**src/rtl/sec_rtc_pkg.sv**
```systemverilog
package sec_rtc_pkg;

    localparam int ADDR_W = 8;
    localparam int DATA_W = 8;

    localparam logic [ADDR_W-1:0] OFF_SUBTYPE = 8'h05;
    localparam logic [ADDR_W-1:0] OFF_LOAD    = 8'h40;
    localparam logic [ADDR_W-1:0] OFF_CTRL    = 8'h46;
    localparam logic [ADDR_W-1:0] OFF_READ    = 8'h48;

    localparam logic [DATA_W-1:0] SUBTYPE_VAL = 8'h01;
    localparam int RUN_BIT = 7;

    typedef enum logic [1:0] {
        RSEL_NONE,
        RSEL_CTRL,
        RSEL_ID,
        RSEL_COUNT
    } rsel_e;

    function automatic logic [DATA_W-1:0] ctrl_image(input logic run);
        logic [DATA_W-1:0] v;
        v = '0;
        v[RUN_BIT] = run;
        return v;
    endfunction

endpackage

```
**src/rtl/sec_rtc_addr_dec.sv**
```systemverilog
module sec_rtc_addr_dec
    import sec_rtc_pkg::*;
#(
    parameter int NBYTES = 4,
    localparam int IDX_W = (NBYTES > 1) ? $clog2(NBYTES) : 1
) (
    input  logic [ADDR_W-1:0] addr,
    input  logic              wr,
    output logic [NBYTES-1:0] byte_we,
    output logic              ctrl_we,
    output rsel_e             rsel,
    output logic [IDX_W-1:0]  ridx
);

    for (genvar b = 0; b < NBYTES; b++) begin : g_we
        assign byte_we[b] = wr && (addr == OFF_LOAD + ADDR_W'(b));
    end

    assign ctrl_we = wr && (addr == OFF_CTRL);

    always_comb begin
        rsel = RSEL_NONE;
        ridx = '0;
        if (addr == OFF_CTRL)    rsel = RSEL_CTRL;
        if (addr == OFF_SUBTYPE) rsel = RSEL_ID;
        for (int b = 0; b < NBYTES; b++) begin
            if (addr == OFF_READ + ADDR_W'(b)) begin
                rsel = RSEL_COUNT;
                ridx = IDX_W'(b);
            end
        end
    end

endmodule

```
**src/rtl/sec_rtc_counter.sv**
```systemverilog
module sec_rtc_counter
    import sec_rtc_pkg::*;
#(
    parameter int NBYTES = 4,
    localparam int CNT_W = NBYTES * DATA_W
) (
    input  logic              clk,
    input  logic              rst,
    input  logic              tick,
    input  logic [NBYTES-1:0] byte_we,
    input  logic              ctrl_we,
    input  logic [DATA_W-1:0] wdata,
    output logic [CNT_W-1:0]  count,
    output logic              run
);

    logic [CNT_W-1:0] loaded;

    for (genvar b = 0; b < NBYTES; b++) begin : g_load
        assign loaded[b*DATA_W +: DATA_W] =
            byte_we[b] ? wdata : count[b*DATA_W +: DATA_W];
    end

    always_ff @(posedge clk) begin
        if (rst) begin
            count <= '0;
            run   <= 1'b0;
        end else begin
            count <= loaded + CNT_W'(tick && run);
            if (ctrl_we) run <= wdata[RUN_BIT];
        end
    end

endmodule

```
**src/rtl/sec_rtc_rdmux.sv**
```systemverilog
module sec_rtc_rdmux
    import sec_rtc_pkg::*;
#(
    parameter int NBYTES = 4,
    localparam int IDX_W = (NBYTES > 1) ? $clog2(NBYTES) : 1,
    localparam int CNT_W = NBYTES * DATA_W
) (
    input  rsel_e             rsel,
    input  logic [IDX_W-1:0]  ridx,
    input  logic [CNT_W-1:0]  count,
    input  logic              run,
    output logic [DATA_W-1:0] rdata
);

    always_comb begin
        unique case (rsel)
            RSEL_CTRL:  rdata = ctrl_image(run);
            RSEL_ID:    rdata = SUBTYPE_VAL;
            RSEL_COUNT: rdata = count[ridx*DATA_W +: DATA_W];
            default:    rdata = '0;
        endcase
    end

endmodule

```
**src/rtl/sec_rtc.sv**
```systemverilog
module sec_rtc
    import sec_rtc_pkg::*;
#(
    parameter int NBYTES = 4,
    localparam int IDX_W = (NBYTES > 1) ? $clog2(NBYTES) : 1,
    localparam int CNT_W = NBYTES * DATA_W
) (
    input  logic              clk,
    input  logic              rst,
    input  logic              tick_pps,
    input  logic [ADDR_W-1:0] bus_addr,
    input  logic              bus_wr,
    input  logic [DATA_W-1:0] bus_wdata,
    output logic [DATA_W-1:0] bus_rdata,
    output logic [CNT_W-1:0]  time_out
);

    logic [NBYTES-1:0] byte_we;
    logic              ctrl_we;
    rsel_e             rsel;
    logic [IDX_W-1:0]  ridx;
    logic              run_en;

    sec_rtc_addr_dec #(.NBYTES(NBYTES)) u_dec (
        .addr    (bus_addr),
        .wr      (bus_wr),
        .byte_we (byte_we),
        .ctrl_we (ctrl_we),
        .rsel    (rsel),
        .ridx    (ridx)
    );

    sec_rtc_counter #(.NBYTES(NBYTES)) u_cnt (
        .clk     (clk),
        .rst     (rst),
        .tick    (tick_pps),
        .byte_we (byte_we),
        .ctrl_we (ctrl_we),
        .wdata   (bus_wdata),
        .count   (time_out),
        .run     (run_en)
    );

    sec_rtc_rdmux #(.NBYTES(NBYTES)) u_mux (
        .rsel  (rsel),
        .ridx  (ridx),
        .count (time_out),
        .run   (run_en),
        .rdata (bus_rdata)
    );

endmodule

```
**config.mk**
```make
export PLATFORM = sky130hd
export DESIGN_NAME = sec_rtc
export DESIGN_NICKNAME = d
export VERILOG_FILES = /design/src/rtl/sec_rtc_pkg.sv /design/src/rtl/sec_rtc_addr_dec.sv /design/src/rtl/sec_rtc_counter.sv /design/src/rtl/sec_rtc_rdmux.sv /design/src/rtl/sec_rtc.sv
export SDC_FILE = /design/constraint.sdc
export NUM_CORES = 1
export LEC_CHECK = 0
export BUFFER_PORTS_ARGS = -buffer_cell sky130_fd_sc_hd__buf_2
export CORE_MARGIN = 1.5
export CORE_UTILIZATION = 48
export DETAILED_ROUTE_END_ITERATION = 10
export PLACE_DENSITY = 0.83
export RECOVER_POWER = 25
export SETUP_SLACK_MARGIN = 0.1
export SLEW_MARGIN = 20
export SYNTH_ARGS = -nofsm -noshare
export SYNTH_HDL_FRONTEND = slang
export SYNTH_HIERARCHICAL = 1
export SYNTH_SLANG_ARGS = --single-unit
```
**constraint.sdc**
```tcl
create_clock -name clk -period 12.84 [get_ports clk]
set_input_delay 3.852 -clock clk [delete_from_list [all_inputs] [get_ports clk]]
set_output_delay 3.852 -clock clk [all_outputs]
set_load 0.03 [all_outputs]
```
==> results of run 1 <==
## stage by stage
step	power [uW]	hold slack, ns
final	195.6	0.5661
after CTS	196.9	0.5647
after detailed placement	119.2	0.5458
after global placement	118.8	0.5109
after global routing	202.3	0.5981
after floorplan	113.3	0.4746
## cells by family (layout without fill, tap and decap cells)
family / count (synthesis) / in the layout / synth area share, %
AND/OR/NAND/NOR: 143 / 143 / 33.79
AO/OA/AOI/OAI: 47 / 47 / 14.08
multiplexers: 39 / 39 / 17.23
flip-flops: 33 / 33 / 23.45
buffers and inverters: 29 / 79 / 6.083
XOR/XNOR: 13 / 13 / 4.041
adder cells (fa/ha/maj): 3 / 3 / 1.332
## registers in the layout, indices dropped and copies added (netlist names)
signal,cells
u_cnt/count,32
u_cnt/run,1
## critical path, stage by stage
cell	delay [ns]
sky130_fd_sc_hd__buf_2	0.10
sky130_fd_sc_hd__or4b_1	0.71
sky130_fd_sc_hd__nor3_1	0.25
sky130_fd_sc_hd__buf_4	0.25
sky130_fd_sc_hd__mux4_2	0.52
sky130_fd_sc_hd__and3_1	0.20
sky130_fd_sc_hd__buf_2	0.17
## power groups by stage
stage	clock, uW	combinational (uW)	sequential, uW
after floorplan	0	8.09	105
after detailed placement	0	14.3	105
after global routing	84.3	15.4	103
final	78.4	14.6	103
after CTS	80.1	14.3	103
after global placement	0	13.8	105
## synth_stat cells, types with 3 or more instances
cell,n
sky130_fd_sc_hd__nand2_1,12
sky130_fd_sc_hd__ha_1,3
sky130_fd_sc_hd__nand3b_1,8
sky130_fd_sc_hd__mux2i_1,26
sky130_fd_sc_hd__o31ai_1,6
sky130_fd_sc_hd__buf_4,3
sky130_fd_sc_hd__nor4_1,12
sky130_fd_sc_hd__clkbuf_1,7
sky130_fd_sc_hd__xor2_1,3
sky130_fd_sc_hd__buf_6,4
sky130_fd_sc_hd__and4_1,3
sky130_fd_sc_hd__nor3b_1,5
sky130_fd_sc_hd__nand3_1,13
sky130_fd_sc_hd__xnor2_1,10
sky130_fd_sc_hd__inv_1,6
sky130_fd_sc_hd__nand2b_1,6
sky130_fd_sc_hd__o21ai_0,4
sky130_fd_sc_hd__nand3b_4,4
sky130_fd_sc_hd__a21oi_1,6
sky130_fd_sc_hd__nand4_1,6
sky130_fd_sc_hd__buf_2,8
sky130_fd_sc_hd__and2_1,3
sky130_fd_sc_hd__dfxtp_1,33
sky130_fd_sc_hd__nor3_1,14
sky130_fd_sc_hd__nor2b_1,5
sky130_fd_sc_hd__o21a_1,4
sky130_fd_sc_hd__nand4b_1,4
sky130_fd_sc_hd__mux2_2,6
sky130_fd_sc_hd__and4b_1,3
sky130_fd_sc_hd__mux4_2,7
sky130_fd_sc_hd__nor2_1,21
sky130_fd_sc_hd__o31a_1,3
sky130_fd_sc_hd__nand4_4,3
sky130_fd_sc_hd__or3_1,3
sky130_fd_sc_hd__and3_1,6
## cell type report
type	instances	share of cell area [%]
multi-input cells	245	63.14
flip-flops and latches	33	20.75
repair buffers	65	9.980
well taps	72	2.829
clock buffers	6	2.279
inverters	6	0.7073
clock inverters	2	0.3143
## worst min-delay path by stage
stage	to	slack, ns	cells past startpoint
finish	u_cnt/run	0.57	2
global route	u_cnt/run	0.60	2
CTS	u_cnt/run	0.56	2
detailed placement	u_cnt/run	0.55	2
global placement	u_cnt/run	0.51	2
floorplan	u_cnt/run	0.47	2
## layer usage
layer / vias up / global-route usage, %
met5: - / 0
li1: 1270 / -
met3: 16 / 7.886
met4: 0 / 7.193
met1: 1355 / 33.31
met2: 159 / 45.76
==> report_table.html, run 1 <==
<table>
<tr><th>Metric</th><th>Value</th></tr>
<tr><th colspan="2">Place</th></tr>
<tr><td>Worst slack after detailed placement</td><td>2.964 ns</td></tr>
<tr><td>Placer congestion estimate</td><td>0.9559</td></tr>
<tr><td>Port buffer count</td><td>59</td></tr>
<tr><td>Standard cell area after detailed placement</td><td>3124 um^2</td></tr>
<tr><td>Placed Cells</td><td>421</td></tr>
<tr><td>Detailed placer's ending HPWL</td><td>6043 um</td></tr>
<tr><th colspan="2">Layout</th></tr>
<tr><td>Filler cell count in the final layout</td><td>537</td></tr>
<tr><td>Most common cell after layout, fill and taps aside</td><td>sky130_fd_sc_hd__buf_2</td></tr>
<tr><td>Combined flip-flop and latch cell area</td><td>660.6 um^2</td></tr>
<tr><td>Commonest cells after routing, fill and taps aside</td><td>sky130_fd_sc_hd__buf_2 (41), sky130_fd_sc_hd__dfxtp_1 (33), sky130_fd_sc_hd__mux2i_1 (26), sky130_fd_sc_hd__nor2_1 (21), sky130_fd_sc_hd__clkbuf_1 (19)</td></tr>
<tr><td>Layout cell share with drive strength beyond 1</td><td>24.93%</td></tr>
<tr><td># diodes</td><td>0</td></tr>
<tr><td>Area of all placed cells without fillers</td><td>3184 um^2</td></tr>
<tr><td>Total number of nets in the final design</td><td>379</td></tr>
<tr><td>Core utilization of the finished layout</td><td>57.13%</td></tr>
<tr><td>Area Overhead vs Synth</td><td>13.01%</td></tr>
<tr><td>Number of non-filler instances in the completed layout</td><td>429</td></tr>
<tr><td>Multi-input logic area</td><td>2011 um^2</td></tr>
<tr><th colspan="2">GRT</th></tr>
<tr><td>Via count of the first global-routing pass</td><td>2640</td></tr>
<tr><td>Global-route wire length before repair</td><td>13230 um</td></tr>
<tr><td>Gr ovfl total</td><td>0</td></tr>
<tr><td>Initial antenna violation count</td><td>0</td></tr>
<tr><td>Gr usage total</td><td>27.05%</td></tr>
<tr><td>Maximum number of pins on one net before global-route repair</td><td>37</td></tr>
<tr><th colspan="2">Floorplan</th></tr>
<tr><td>Area of the die</td><td>6339 um^2</td></tr>
<tr><td>Top-level I/O count</td><td>60</td></tr>
<tr><td>DIE WIDTH</td><td>79.62 um</td></tr>
<tr><td>Floorplan core area</td><td>5574 um^2</td></tr>
<tr><td>Starting Density</td><td>50.55%</td></tr>
<tr><td>Cell row count</td><td>27</td></tr>
<tr><td>Chip height</td><td>79.62 um</td></tr>
<tr><th colspan="2">Power and ir drop</th></tr>
<tr><td>Max VDD drop</td><td>0.00005466 V</td></tr>
<tr><td>Total net switching power</td><td>51.42 uW</td></tr>
<tr><td>Combinational share of power</td><td>7.5%</td></tr>
<tr><td>Sw Share</td><td>26.29%</td></tr>
<tr><td>Portion of total power attributed to the clock network</td><td>40.1%</td></tr>
<tr><td>P_int</td><td>144.1 uW</td></tr>
<tr><td>Seq pwr share</td><td>52.5%</td></tr>
<tr><td>Power density cells</td><td>61.42 nW/um^2</td></tr>
<tr><td>Leakage power of the design</td><td>0.001249 uW</td></tr>
<tr><th colspan="2">Timing</th></tr>
<tr><td>Number of setup violations in the final report</td><td>0</td></tr>
<tr><td>Period minus WS final</td><td>9.907 ns</td></tr>
<tr><td>Least-Margin Pin Slew</td><td>0.7708 ns</td></tr>
<tr><td>Setup repair after global routing missed its margin</td><td>no</td></tr>
<tr><td>Share of the cycle needed by the critical path after routing</td><td>77.15%</td></tr>
<tr><td>Maximum clock rate</td><td>100.9 MHz</td></tr>
<tr><td>Least setup slack across all paths after layout</td><td>2.933 ns</td></tr>
<tr><td>Count of pins over their slew limit</td><td>0</td></tr>
<tr><td>Worst-case clock skew</td><td>0.008708 ns</td></tr>
<tr><td>Max-Slew Margin vs Limit</td><td>48.61%</td></tr>
<tr><td>Setup total negative slack</td><td>0 ns</td></tr>
<tr><td>Final Hold Viols</td><td>0</td></tr>
<tr><th colspan="2">Route</th></tr>
<tr><td>Detailed-routed wire length on met2</td><td>3935 um</td></tr>
<tr><td>Highest Signal Layer</td><td>met4</td></tr>
<tr><td>Sum of routed wire segments on met1</td><td>3314 um</td></tr>
<tr><td>Detailed-routed wire length on met3</td><td>818 um</td></tr>
<tr><td>Initial detailed-routing violation count</td><td>281</td></tr>
<tr><td>Count of vias placed by the detailed router</td><td>2800</td></tr>
<tr><td>Post-route antenna net violation count</td><td>0</td></tr>
<tr><td>Number of iterations in the first detailed-routing pass</td><td>5</td></tr>
<tr><td>Final wirelength</td><td>8190 um</td></tr>
<tr><td>Number of remaining DRC errors</td><td>0</td></tr>
<tr><td>Ratio of routed vias to standard cells</td><td>6.527</td></tr>
<tr><td>Average wire per cell in the routed design</td><td>19.09 um</td></tr>
<tr><th colspan="2">Critical path</th></tr>
<tr><td>Critical R2R Launch</td><td>u_cnt/count[0]</td></tr>
<tr><td>CP max FO</td><td>9</td></tr>
<tr><td>Worst-case register-to-register setup slack</td><td>10.30 ns</td></tr>
<tr><td>Nature of the critical path startpoint</td><td>primary input</td></tr>
<tr><td>Worst Setup EP</td><td>bus_rdata[4]</td></tr>
<tr><td>Destination of the worst register-to-register timing path</td><td>u_cnt/count[28]</td></tr>
<tr><td>Data arrival at the endpoint of the critical path</td><td>6.05 ns</td></tr>
<tr><td>Worst Reg2Reg Path Length in Cells</td><td>8</td></tr>
<tr><td>Worst Path Required</td><td>8.99 ns</td></tr>
<tr><td>Start point of the critical path</td><td>bus_addr[5]</td></tr>
<tr><td>CP endpoint kind</td><td>output pin</td></tr>
<tr><td>Worst setup path class</td><td>in -&gt; out</td></tr>
<tr><th colspan="2">Clocking</th></tr>
<tr><td>TritonCTS clock tree</td><td>built</td></tr>
<tr><td>Buffers inserted during post-CTS setup optimization</td><td>0</td></tr>
<tr><td>Hold-fix buffers, CTS</td><td>0</td></tr>
<tr><td>Clock-pin transition on the worst setup and hold timing paths</td><td>0.07 ns</td></tr>
<tr><td>Clock H-tree levels</td><td>2</td></tr>
<tr><td>Worst-case clock buffer depth</td><td>2</td></tr>
<tr><td>Num CTS Buffers</td><td>5</td></tr>
<tr><td>Clock sinks</td><td>33</td></tr>
<tr><td>CTS Root Buffer Type</td><td>sky130_fd_sc_hd__clkbuf_8</td></tr>
<tr><td>Clock latency of the later-clocked register in the worst-skew pair</td><td>0.30 ns</td></tr>
<tr><td>Cells resized by post-CTS repair</td><td>0</td></tr>
<tr><th colspan="2">Synth</th></tr>
<tr><td>Most frequently used flop master after synthesis</td><td>sky130_fd_sc_hd__dfxtp_1</td></tr>
<tr><td>Area contributors post-synth</td><td>sky130_fd_sc_hd__dfxtp_1 (23%), sky130_fd_sc_hd__mux2i_1 (9.2%), sky130_fd_sc_hd__mux4_2 (5.6%), sky130_fd_sc_hd__xnor2_1 (3.1%), sky130_fd_sc_hd__nand3b_4 (2.8%)</td></tr>
<tr><td>Fraction of registers with async set or reset after synthesis</td><td>0%</td></tr>
<tr><td>Post-Synthesis Net Count</td><td>330</td></tr>
<tr><td>Post-Syn Area</td><td>2818 um^2</td></tr>
<tr><td>Mean instance size in the synthesized netlist</td><td>9.178 um^2</td></tr>
<tr><td>Area share of the largest cell type after synthesis</td><td>23.45%</td></tr>
<tr><td>Seq/Total Area, Yosys</td><td>23.45%</td></tr>
<tr><td>Synth area leader</td><td>sky130_fd_sc_hd__dfxtp_1</td></tr>
<tr><td>Number of distinct library cells after synthesis</td><td>62</td></tr>
<tr><td>Yosys synthesis warning count</td><td>6</td></tr>
<tr><td>Register bit count reported by yosys</td><td>33</td></tr>
<tr><td>Cells after Synth</td><td>307</td></tr>
<tr><td>Count of flip-flops with a built-in enable after synthesis</td><td>0</td></tr>
<tr><th colspan="2">Worst hold path</th></tr>
<tr><td>Startpoint of the lowest-slack hold path</td><td>u_cnt/run</td></tr>
<tr><td>Worst hold-check path type</td><td>reg -&gt; reg</td></tr>
<tr><th colspan="2">Run status</th></tr>
<tr><td>Run status</td><td>finished, final reports clean</td></tr>
<tr><th colspan="2">Run</th></tr>
<tr><td>Number of max-cap violations</td><td>0</td></tr>
</table>
Note: power is estimated with default switching activity, not from simulation.
==> run 2, diff against run 1 <==
--- a/config.mk
+++ b/config.mk
@@ -5,11 +5,12 @@
 export SDC_FILE = /design/constraint.sdc
 export NUM_CORES = 1
 export LEC_CHECK = 0
+export ABC_AREA = 1
 export BUFFER_PORTS_ARGS = -buffer_cell sky130_fd_sc_hd__buf_2
 export CORE_MARGIN = 1.5
 export CORE_UTILIZATION = 48
 export DETAILED_ROUTE_END_ITERATION = 10
-export PLACE_DENSITY = 0.83
+export PLACE_DENSITY = 0.85
 export RECOVER_POWER = 25
 export SETUP_SLACK_MARGIN = 0.1
 export SLEW_MARGIN = 20
==> constraint.sdc (replaced) <==
create_clock -name clk -period 8.5 [get_ports clk]
set_input_delay 2.55 -clock clk [delete_from_list [all_inputs] [get_ports clk]]
set_output_delay 2.55 -clock clk [all_outputs]
set_load 0.03 [all_outputs]
==> report_table.html, run 2 <==
<table>
<tr><th>Metric</th><th>Value</th></tr>
<tr><th colspan="2">Run status</th></tr>
<tr><td>Run status</td><td>finished, final reports clean</td></tr>
<tr><th colspan="2">Route</th></tr>
<tr><td>Average wire per cell in the routed design</td><td>13.16 um</td></tr>
<tr><td>Number of remaining DRC errors</td><td>0</td></tr>
<tr><td>Count of vias placed by the detailed router</td><td>3275</td></tr>
<tr><td>Post-route antenna net violation count</td><td>0</td></tr>
<tr><td>Final wirelength</td><td>8237 um</td></tr>
<tr><td>Number of iterations in the first detailed-routing pass</td><td>6</td></tr>
<tr><td>Initial detailed-routing violation count</td><td>342</td></tr>
<tr><td>Ratio of routed vias to standard cells</td><td>5.232</td></tr>
<tr><th colspan="2">Synth</th></tr>
<tr><td>Count leader, synth</td><td>sky130_fd_sc_hd__nand2_1</td></tr>
<tr><td>Number of distinct library cells after synthesis</td><td>31</td></tr>
<tr><td>Dominant combinational cell family by area after synthesis</td><td>simple AND/OR/NAND/NOR gates</td></tr>
<tr><td>Area share of the largest cell type after synthesis</td><td>26.73%</td></tr>
<tr><td>Post-Synthesis Net Count</td><td>520</td></tr>
<tr><td>Cells after Synth</td><td>497</td></tr>
<tr><td>Simple logic cell fraction of the synthesized area</td><td>56.38%</td></tr>
<tr><td>Ranking of synthesized cells by instance count</td><td>sky130_fd_sc_hd__nand2_1 (201), sky130_fd_sc_hd__nor2_1 (67), sky130_fd_sc_hd__inv_1 (46), sky130_fd_sc_hd__dfxtp_1 (33), sky130_fd_sc_hd__a21oi_1 (28)</td></tr>
<tr><td>XOR/XNOR share of the synthesized area</td><td>0%</td></tr>
<tr><td>Fraction of registers with async set or reset after synthesis</td><td>0%</td></tr>
<tr><td>Yosys synthesis warning count</td><td>6</td></tr>
<tr><td>Count of flip-flops with a built-in enable after synthesis</td><td>0</td></tr>
<tr><td>Compound-cell area share of the yosys netlist</td><td>7.979%</td></tr>
<tr><td>Most frequently used flop master after synthesis</td><td>sky130_fd_sc_hd__dfxtp_1</td></tr>
<tr><td>Mux contribution to synthesized area</td><td>0%</td></tr>
<tr><td>Register bit count reported by yosys</td><td>33</td></tr>
<tr><td>Mean instance size in the synthesized netlist</td><td>5.679 um^2</td></tr>
<tr><td>Seq/Total Area, Yosys</td><td>23.40%</td></tr>
<tr><td>Area contributors post-synth</td><td>sky130_fd_sc_hd__nand2_1 (27%), sky130_fd_sc_hd__dfxtp_1 (23%), sky130_fd_sc_hd__nor2_1 (8.9%), sky130_fd_sc_hd__inv_1 (6.1%), sky130_fd_sc_hd__nand2_2 (5.8%)</td></tr>
<tr><td>Synth area leader</td><td>sky130_fd_sc_hd__nand2_1</td></tr>
<tr><td>Synthesized-area fraction occupied by adder cells</td><td>1.330%</td></tr>
<tr><td>Post-Syn Area</td><td>2823 um^2</td></tr>
<tr><th colspan="2">Timing</th></tr>
<tr><td>Setup repair after global routing missed its margin</td><td>no</td></tr>
<tr><td>Period minus WS final</td><td>6.542 ns</td></tr>
<tr><td>Max-Slew Margin vs Limit</td><td>37.77%</td></tr>
<tr><td>Setup total negative slack</td><td>0 ns</td></tr>
<tr><td>Worst-case clock skew</td><td>0.008459 ns</td></tr>
<tr><td>Count of pins over their slew limit</td><td>0</td></tr>
<tr><td>Min Hold Slack</td><td>0.5564 ns</td></tr>
<tr><td>Least-Margin Pin Slew</td><td>0.9300 ns</td></tr>
<tr><td>Maximum clock rate</td><td>152.9 MHz</td></tr>
<tr><td>Share of the cycle needed by the critical path after routing</td><td>76.96%</td></tr>
<tr><td>Number of setup violations in the final report</td><td>0</td></tr>
<tr><td>Final Hold Viols</td><td>0</td></tr>
<tr><th colspan="2">Floorplan</th></tr>
<tr><td>Cell row count</td><td>27</td></tr>
<tr><td>DIE WIDTH</td><td>79.69 um</td></tr>
<tr><td>Chip height</td><td>79.69 um</td></tr>
<tr><td>Area of the die</td><td>6350 um^2</td></tr>
<tr><td>Floorplan core area</td><td>5574 um^2</td></tr>
<tr><td>Top-level I/O count</td><td>60</td></tr>
<tr><td>Starting Density</td><td>50.64%</td></tr>
<tr><th colspan="2">Clocking</th></tr>
<tr><td>Clock latency of the later-clocked register in the worst-skew pair</td><td>0.29 ns</td></tr>
<tr><td>Num CTS Buffers</td><td>5</td></tr>
<tr><td>TritonCTS clock tree</td><td>built</td></tr>
<tr><td>Clock sinks</td><td>33</td></tr>
<tr><td>Cells resized by post-CTS repair</td><td>0</td></tr>
<tr><td>Clock-pin transition on the worst setup and hold timing paths</td><td>0.06 ns</td></tr>
<tr><td>Clock H-tree levels</td><td>2</td></tr>
<tr><td>Buffers inserted during post-CTS setup optimization</td><td>0</td></tr>
<tr><td>CTS Root Buffer Type</td><td>sky130_fd_sc_hd__clkbuf_8</td></tr>
<tr><td>Hold-fix buffers, CTS</td><td>0</td></tr>
<tr><td>Worst-case clock buffer depth</td><td>2</td></tr>
<tr><th colspan="2">Layout</th></tr>
<tr><td>Number of flip-flops under the largest register name</td><td>32</td></tr>
<tr><td>Total number of nets in the final design</td><td>577</td></tr>
<tr><td>Combined flip-flop and latch cell area</td><td>660.6 um^2</td></tr>
<tr><td># diodes</td><td>0</td></tr>
<tr><td>Layout cell share with drive strength beyond 1</td><td>19.31%</td></tr>
<tr><td>Commonest cells after routing, fill and taps aside</td><td>sky130_fd_sc_hd__nand2_1 (201), sky130_fd_sc_hd__nor2_1 (67), sky130_fd_sc_hd__inv_1 (46), sky130_fd_sc_hd__buf_2 (41), sky130_fd_sc_hd__dfxtp_1 (33)</td></tr>
<tr><td>Multi-input logic area</td><td>1854 um^2</td></tr>
<tr><td>Area Overhead vs Synth</td><td>13.43%</td></tr>
<tr><td>Filler cell count in the final layout</td><td>562</td></tr>
<tr><td>Top Registers</td><td>u_cnt/count x32, u_cnt/run x1</td></tr>
<tr><td>Most flops, register</td><td>u_cnt/count</td></tr>
<tr><td>Most common cell after layout, fill and taps aside</td><td>sky130_fd_sc_hd__nand2_1</td></tr>
<tr><td>Number of non-filler instances in the completed layout</td><td>626</td></tr>
<tr><th colspan="2">Critical path</th></tr>
<tr><td>Start point of the critical path</td><td>bus_addr[7]</td></tr>
<tr><td>Data arrival at the endpoint of the critical path</td><td>3.99 ns</td></tr>
<tr><td>Worst setup path class</td><td>in -&gt; out</td></tr>
<tr><td>Worst Path Required</td><td>5.95 ns</td></tr>
<tr><td>CP max FO</td><td>17</td></tr>
<tr><td>Cell-by-cell listing of the critical path</td><td>buf_2 &gt; inv_2 &gt; nand2_2 &gt; nor2_4 &gt; nand2_2 &gt; nor2_1 &gt; buf_4 &gt; inv_6 &gt; nand2_1 &gt; nand3_1 &gt; a21oi_1 &gt; buf_2</td></tr>
<tr><td>CP endpoint kind</td><td>output pin</td></tr>
<tr><td>Nature of the critical path startpoint</td><td>primary input</td></tr>
<tr><td>Critical R2R Launch</td><td>u_cnt/run</td></tr>
<tr><td>Category of cells accounting for the largest share of critical-path delay</td><td>buffers and inverters</td></tr>
<tr><td>Slowest cell on the critical path</td><td>sky130_fd_sc_hd__buf_4</td></tr>
<tr><td>Worst path buffer plus inverter count</td><td>5</td></tr>
<tr><td>Delay of the slowest cell on the worst path</td><td>0.25 ns</td></tr>
<tr><th colspan="2">Place</th></tr>
<tr><td>Detailed placer's ending HPWL</td><td>6414 um</td></tr>
<tr><td>Port buffer count</td><td>59</td></tr>
<tr><td>Placed Cells</td><td>619</td></tr>
<tr><td>Placer congestion estimate</td><td>0.9255</td></tr>
<tr><th colspan="2">GRT</th></tr>
<tr><td>Via count of the first global-routing pass</td><td>2876</td></tr>
<tr><td>Maximum number of pins on one net before global-route repair</td><td>30</td></tr>
<tr><td>Global-route wire length before repair</td><td>13050 um</td></tr>
<tr><td>Gr usage total</td><td>26.34%</td></tr>
<tr><td>Initial antenna violation count</td><td>0</td></tr>
<tr><td>Gr ovfl total</td><td>0</td></tr>
<tr><th colspan="2">Power and ir drop</th></tr>
<tr><td>Leakage power of the design</td><td>0.001496 uW</td></tr>
<tr><td>Max VDD drop</td><td>0.00007169 V</td></tr>
<tr><td>Power density cells</td><td>92.28 nW/um^2</td></tr>
<tr><th colspan="2">Worst hold path</th></tr>
<tr><td>Worst hold-check path type</td><td>reg -&gt; reg</td></tr>
<tr><td>Startpoint of the lowest-slack hold path</td><td>u_cnt/count[6]</td></tr>
<tr><th colspan="2">Run</th></tr>
<tr><td>Number of max-cap violations</td><td>0</td></tr>
</table>
-- run 2: cell type report --
| type | instances | area share (%) |
|---|---|---|
| multi-input combinational | 399 | 57.91 |
| sequential | 33 | 20.63 |
| timing repair buffer | 61 | 8.988 |
| inverter | 54 | 6.956 |
| tap | 72 | 2.814 |
| clock buffer | 7 | 2.696 |
-- run 2: worst paths after layout --
kind              cells past startpoint              end  slack (ns)
setup / recovery                     12     bus_rdata[5]        1.96
hold / removal                        2   u_cnt/count[6]        0.56
setup reg to reg                     11  u_cnt/count[30]        6.70
hold reg to reg                       2   u_cnt/count[6]        0.56
-- run 2: worst reg2reg max path, cell delays in order (launching register included) --
cell	delay [ns]
sky130_fd_sc_hd__dfxtp_1	0.36
sky130_fd_sc_hd__nand2_1	0.06
sky130_fd_sc_hd__inv_1	0.09
sky130_fd_sc_hd__ha_1	0.18
sky130_fd_sc_hd__ha_1	0.24
sky130_fd_sc_hd__nand2_2	0.11
sky130_fd_sc_hd__nor2_8	0.14
sky130_fd_sc_hd__nand2_2	0.11
sky130_fd_sc_hd__nor2_4	0.18
sky130_fd_sc_hd__nand3_1	0.09
sky130_fd_sc_hd__nand2_1	0.07
sky130_fd_sc_hd__nor2_1	0.05
-- run 2: per-stage QoR --
step	area, um^2	worst slack (ns)	util [%]	power, uW
2_1_floorplan	2823	2.069	-	168.7
3_3_place_gp	3138	2.074	56.30	177.4
3_5_place_dp	3138	2.007	56.30	178.0
4_1_cts	3224	1.995	57.85	298.1
5_1_grt	3202	1.848	57.44	306.9
6_report	3202	1.958	57.44	295.5
-- run 2: logic make-up (layout without fill, tap and decap cells) --
| group | count (synthesis) | in the layout |
|---|---|---|
| simple gates | 352 | 352 |
| buf+inv | 65 | 122 |
| fa+ha+maj | 3 | 3 |
| compound gates | 44 | 44 |
| flops | 33 | 33 |
-- run 2: power by group --
part	internal [uW]	switching (uW)	total, uW
clock	64.2	56.3	121
sequential	155	0.185	155
combinational	6.74	13.3	20.0
-- run 2: metal layers --
layer | track usage, % | wire length [um] | up-vias
li1 | - | - | 1643
met4 | 11.93 | 157 | 0
met3 | 5.143 | 869 | 17
met1 | 32.96 | 3404 | 1432
met5 | 0 | 0 | -
met2 | 43.39 | 3806 | 183
==> run 3, diff against run 2 <==
--- a/config.mk
+++ b/config.mk
@@ -10,7 +10,7 @@
 export CORE_MARGIN = 1.5
 export CORE_UTILIZATION = 48
 export DETAILED_ROUTE_END_ITERATION = 10
-export PLACE_DENSITY = 0.85
+export PLACE_DENSITY = 0.83
 export RECOVER_POWER = 25
 export SETUP_SLACK_MARGIN = 0.1
 export SLEW_MARGIN = 20
==> constraint.sdc (replaced) <==
create_clock -name clk -period 6.75 [get_ports clk]
set_input_delay 2.025 -clock clk [delete_from_list [all_inputs] [get_ports clk]]
set_output_delay 2.025 -clock clk [all_outputs]
set_load 0.03 [all_outputs]
==> report_table.html, run 3 (synthesized netlist as in run 2, its figures left out) <==
<table>
<tr><th>Metric</th><th>Value</th></tr>
<tr><th colspan="2">Critical path</th></tr>
<tr><td>Worst Reg2Reg Path Length in Cells</td><td>11</td></tr>
<tr><td>Delay of the slowest cell on the worst path</td><td>0.43 ns</td></tr>
<tr><td>Worst-case register-to-register setup slack</td><td>4.94 ns</td></tr>
<tr><td>Worst Path Required</td><td>4.72 ns</td></tr>
<tr><td>Critical R2R Launch</td><td>u_cnt/run</td></tr>
<tr><td>CP endpoint kind</td><td>output pin</td></tr>
<tr><td>Category of cells accounting for the largest share of critical-path delay</td><td>simple AND/OR/NAND/NOR gates</td></tr>
<tr><td>Data arrival at the endpoint of the critical path</td><td>3.71 ns</td></tr>
<tr><td>Nature of the critical path startpoint</td><td>primary input</td></tr>
<tr><td>Destination of the worst register-to-register timing path</td><td>u_cnt/count[24]</td></tr>
<tr><td>CP dominant cell by count</td><td>sky130_fd_sc_hd__nand2_1</td></tr>
<tr><td>CP max FO</td><td>12</td></tr>
<tr><td>Worst path buffer plus inverter count</td><td>4</td></tr>
<tr><td>Worst setup path class</td><td>in -&gt; out</td></tr>
<tr><td>Slowest cell on the critical path</td><td>sky130_fd_sc_hd__nor2_1</td></tr>
<tr><td>Cell-by-cell listing of the critical path</td><td>buf_2 &gt; inv_2 &gt; nand2_2 &gt; nor2_4 &gt; nand2_2 &gt; nor2_1 &gt; buf_4 &gt; nand2_1 &gt; nand2_1 &gt; nand2_1 &gt; a21oi_1 &gt; buf_2</td></tr>
<tr><th colspan="2">Clocking</th></tr>
<tr><td>Clock latency of the later-clocked register in the worst-skew pair</td><td>0.29 ns</td></tr>
<tr><td>Hold-fix buffers, CTS</td><td>0</td></tr>
<tr><td>Worst-case clock buffer depth</td><td>2</td></tr>
<tr><td>Clock-pin transition on the worst setup and hold timing paths</td><td>0.07 ns</td></tr>
<tr><td>Clock sinks</td><td>33</td></tr>
<tr><td>Buffers inserted during post-CTS setup optimization</td><td>0</td></tr>
<tr><td>Num CTS Buffers</td><td>5</td></tr>
<tr><td>TritonCTS clock tree</td><td>built</td></tr>
<tr><td>Cells resized by post-CTS repair</td><td>0</td></tr>
<tr><td>Clock H-tree levels</td><td>2</td></tr>
<tr><td>CTS Root Buffer Type</td><td>sky130_fd_sc_hd__clkbuf_8</td></tr>
<tr><th colspan="2">Route</th></tr>
<tr><td>Number of remaining DRC errors</td><td>0</td></tr>
<tr><td>Ratio of routed vias to standard cells</td><td>5.278</td></tr>
<tr><td>Number of iterations in the first detailed-routing pass</td><td>5</td></tr>
<tr><td>Final wirelength</td><td>8333 um</td></tr>
<tr><td>Post-route antenna net violation count</td><td>0</td></tr>
<tr><td>Initial detailed-routing violation count</td><td>335</td></tr>
<tr><td>Count of vias placed by the detailed router</td><td>3309</td></tr>
<tr><td>Average wire per cell in the routed design</td><td>13.29 um</td></tr>
<tr><th colspan="2">Floorplan</th></tr>
<tr><td>Cell row count</td><td>27</td></tr>
<tr><td>Top-level I/O count</td><td>60</td></tr>
<tr><td>Area of the die</td><td>6350 um^2</td></tr>
<tr><td>Floorplan core area</td><td>5574 um^2</td></tr>
<tr><td>Starting Density</td><td>50.64%</td></tr>
<tr><td>Chip height</td><td>79.69 um</td></tr>
<tr><td>DIE WIDTH</td><td>79.69 um</td></tr>
<tr><th colspan="2">GRT</th></tr>
<tr><td>Via count of the first global-routing pass</td><td>2840</td></tr>
<tr><td>Gr ovfl total</td><td>0</td></tr>
<tr><td>Maximum number of pins on one net before global-route repair</td><td>30</td></tr>
<tr><td>Gr usage total</td><td>26.85%</td></tr>
<tr><td>Global-route wire length before repair</td><td>13220 um</td></tr>
<tr><td>Initial antenna violation count</td><td>0</td></tr>
<tr><th colspan="2">Layout</th></tr>
<tr><td>Commonest cells after routing, fill and taps aside</td><td>sky130_fd_sc_hd__nand2_1 (201), sky130_fd_sc_hd__nor2_1 (67), sky130_fd_sc_hd__inv_1 (46), sky130_fd_sc_hd__buf_2 (41), sky130_fd_sc_hd__dfxtp_1 (33)</td></tr>
<tr><td>Top Registers</td><td>u_cnt/count x32, u_cnt/run x1</td></tr>
<tr><td>Total number of nets in the final design</td><td>577</td></tr>
<tr><td>Most flops, register</td><td>u_cnt/count</td></tr>
<tr><td>Layout cell share with drive strength beyond 1</td><td>19.64%</td></tr>
<tr><td>Most common cell after layout, fill and taps aside</td><td>sky130_fd_sc_hd__nand2_1</td></tr>
<tr><td>Area Overhead vs Synth</td><td>13.96%</td></tr>
<tr><td>Number of flip-flops under the largest register name</td><td>32</td></tr>
<tr><td># diodes</td><td>0</td></tr>
<tr><td>Area of all placed cells without fillers</td><td>3217 um^2</td></tr>
<tr><th colspan="2">Run</th></tr>
<tr><td>Number of max-cap violations</td><td>0</td></tr>
<tr><th colspan="2">Timing</th></tr>
<tr><td>Share of the cycle needed by the critical path after routing</td><td>85.01%</td></tr>
<tr><td>Number of setup violations in the final report</td><td>0</td></tr>
<tr><td>Setup total negative slack</td><td>0 ns</td></tr>
<tr><td>Final Hold Viols</td><td>0</td></tr>
<tr><td>Worst-case clock skew</td><td>0.006764 ns</td></tr>
<tr><td>Setup repair after global routing missed its margin</td><td>no</td></tr>
<tr><td>Max-Slew Margin vs Limit</td><td>36.84%</td></tr>
<tr><td>Maximum clock rate</td><td>174.3 MHz</td></tr>
<tr><td>Period minus WS final</td><td>5.738 ns</td></tr>
<tr><td>Count of pins over their slew limit</td><td>0</td></tr>
<tr><td>Least-Margin Pin Slew</td><td>0.9464 ns</td></tr>
<tr><th colspan="2">Power and ir drop</th></tr>
<tr><td>Power density cells</td><td>120.9 nW/um^2</td></tr>
<tr><td>Leakage power of the design</td><td>0.001506 uW</td></tr>
<tr><td>Max VDD drop</td><td>0.00008063 V</td></tr>
<tr><th colspan="2">Worst hold path</th></tr>
<tr><td>Startpoint of the lowest-slack hold path</td><td>u_cnt/count[6]</td></tr>
<tr><td>Worst hold stages</td><td>2</td></tr>
<tr><td>Worst min-delay path endpoint</td><td>u_cnt/count[6]</td></tr>
<tr><td>Worst hold-check path type</td><td>reg -&gt; reg</td></tr>
<tr><th colspan="2">Place</th></tr>
<tr><td>Placer congestion estimate</td><td>0.9111</td></tr>
<tr><td>Port buffer count</td><td>59</td></tr>
<tr><td>Standard cell area after detailed placement</td><td>3138 um^2</td></tr>
<tr><td>Detailed placer's ending HPWL</td><td>6435 um</td></tr>
<tr><th colspan="2">Run status</th></tr>
<tr><td>Run status</td><td>finished, final reports clean</td></tr>
</table>
## run 3: power by group
group          switching [uW]  internal [uW]  total (uW)
sequential              0.234            195         195
clock                    76.3           92.2         169
combinational            16.7           8.50        25.2
## run 3: how the worst max path moves through the flow
stage          cells past startpoint         from            to
2_1_floorplan                     11  bus_addr[4]  bus_rdata[4]
3_3_place_gp                      12  bus_addr[7]  bus_rdata[5]
3_5_place_dp                      12  bus_addr[7]  bus_rdata[5]
4_1_cts                           12  bus_addr[7]  bus_rdata[5]
5_1_grt                           12  bus_addr[7]  bus_rdata[4]
6_report                          12  bus_addr[7]  bus_rdata[5]
## run 3: routing by layer
layer | GRT usage [%] | vias to the layer above | part of all wire (%)
met5 | 0 | - | 0
met4 | 9.298 | 0 | 2.3
met3 | 3.429 | 21 | 9.3
met2 | 45.17 | 163 | 46
met1 | 35.07 | 1483 | 42
li1 | - | 1642 | -
## run 3: stage by stage
step / hold WS, ns / utilization, % / setup WS, ns / power (uW) / cells
after floorplan: 0.5245 / - / 1.369 / 212.4 / 497
after global placement: 0.5327 / 56.30 / 1.081 / 224.0 / 619
after detailed placement: 0.5417 / 56.30 / 1.031 / 224.2 / 619
after CTS: 0.5536 / 58.11 / 1.021 / 391.7 / 627
after global routing: 0.5667 / 57.71 / 0.8548 / 402.4 / 627
final: 0.5511 / 57.71 / 1.012 / 388.8 / 627
## run 3: cell type report
class | count | area (um^2)
clock buffer | 7 | 96.34
sequential | 33 | 660.6
tap | 72 | 90.09
multi-input combinational | 399 | 1854
timing repair buffer | 61 | 287.8
fill | 577 | 2357
inverter | 54 | 222.7
clock inverter | 1 | 5.005
## run 3: worst min-delay path, stage by stage (launching register included)
cell and delay [ns]:
sky130_fd_sc_hd__dfxtp_1 0.33, sky130_fd_sc_hd__nand2_2 0.09, sky130_fd_sc_hd__a31oi_1 0.08
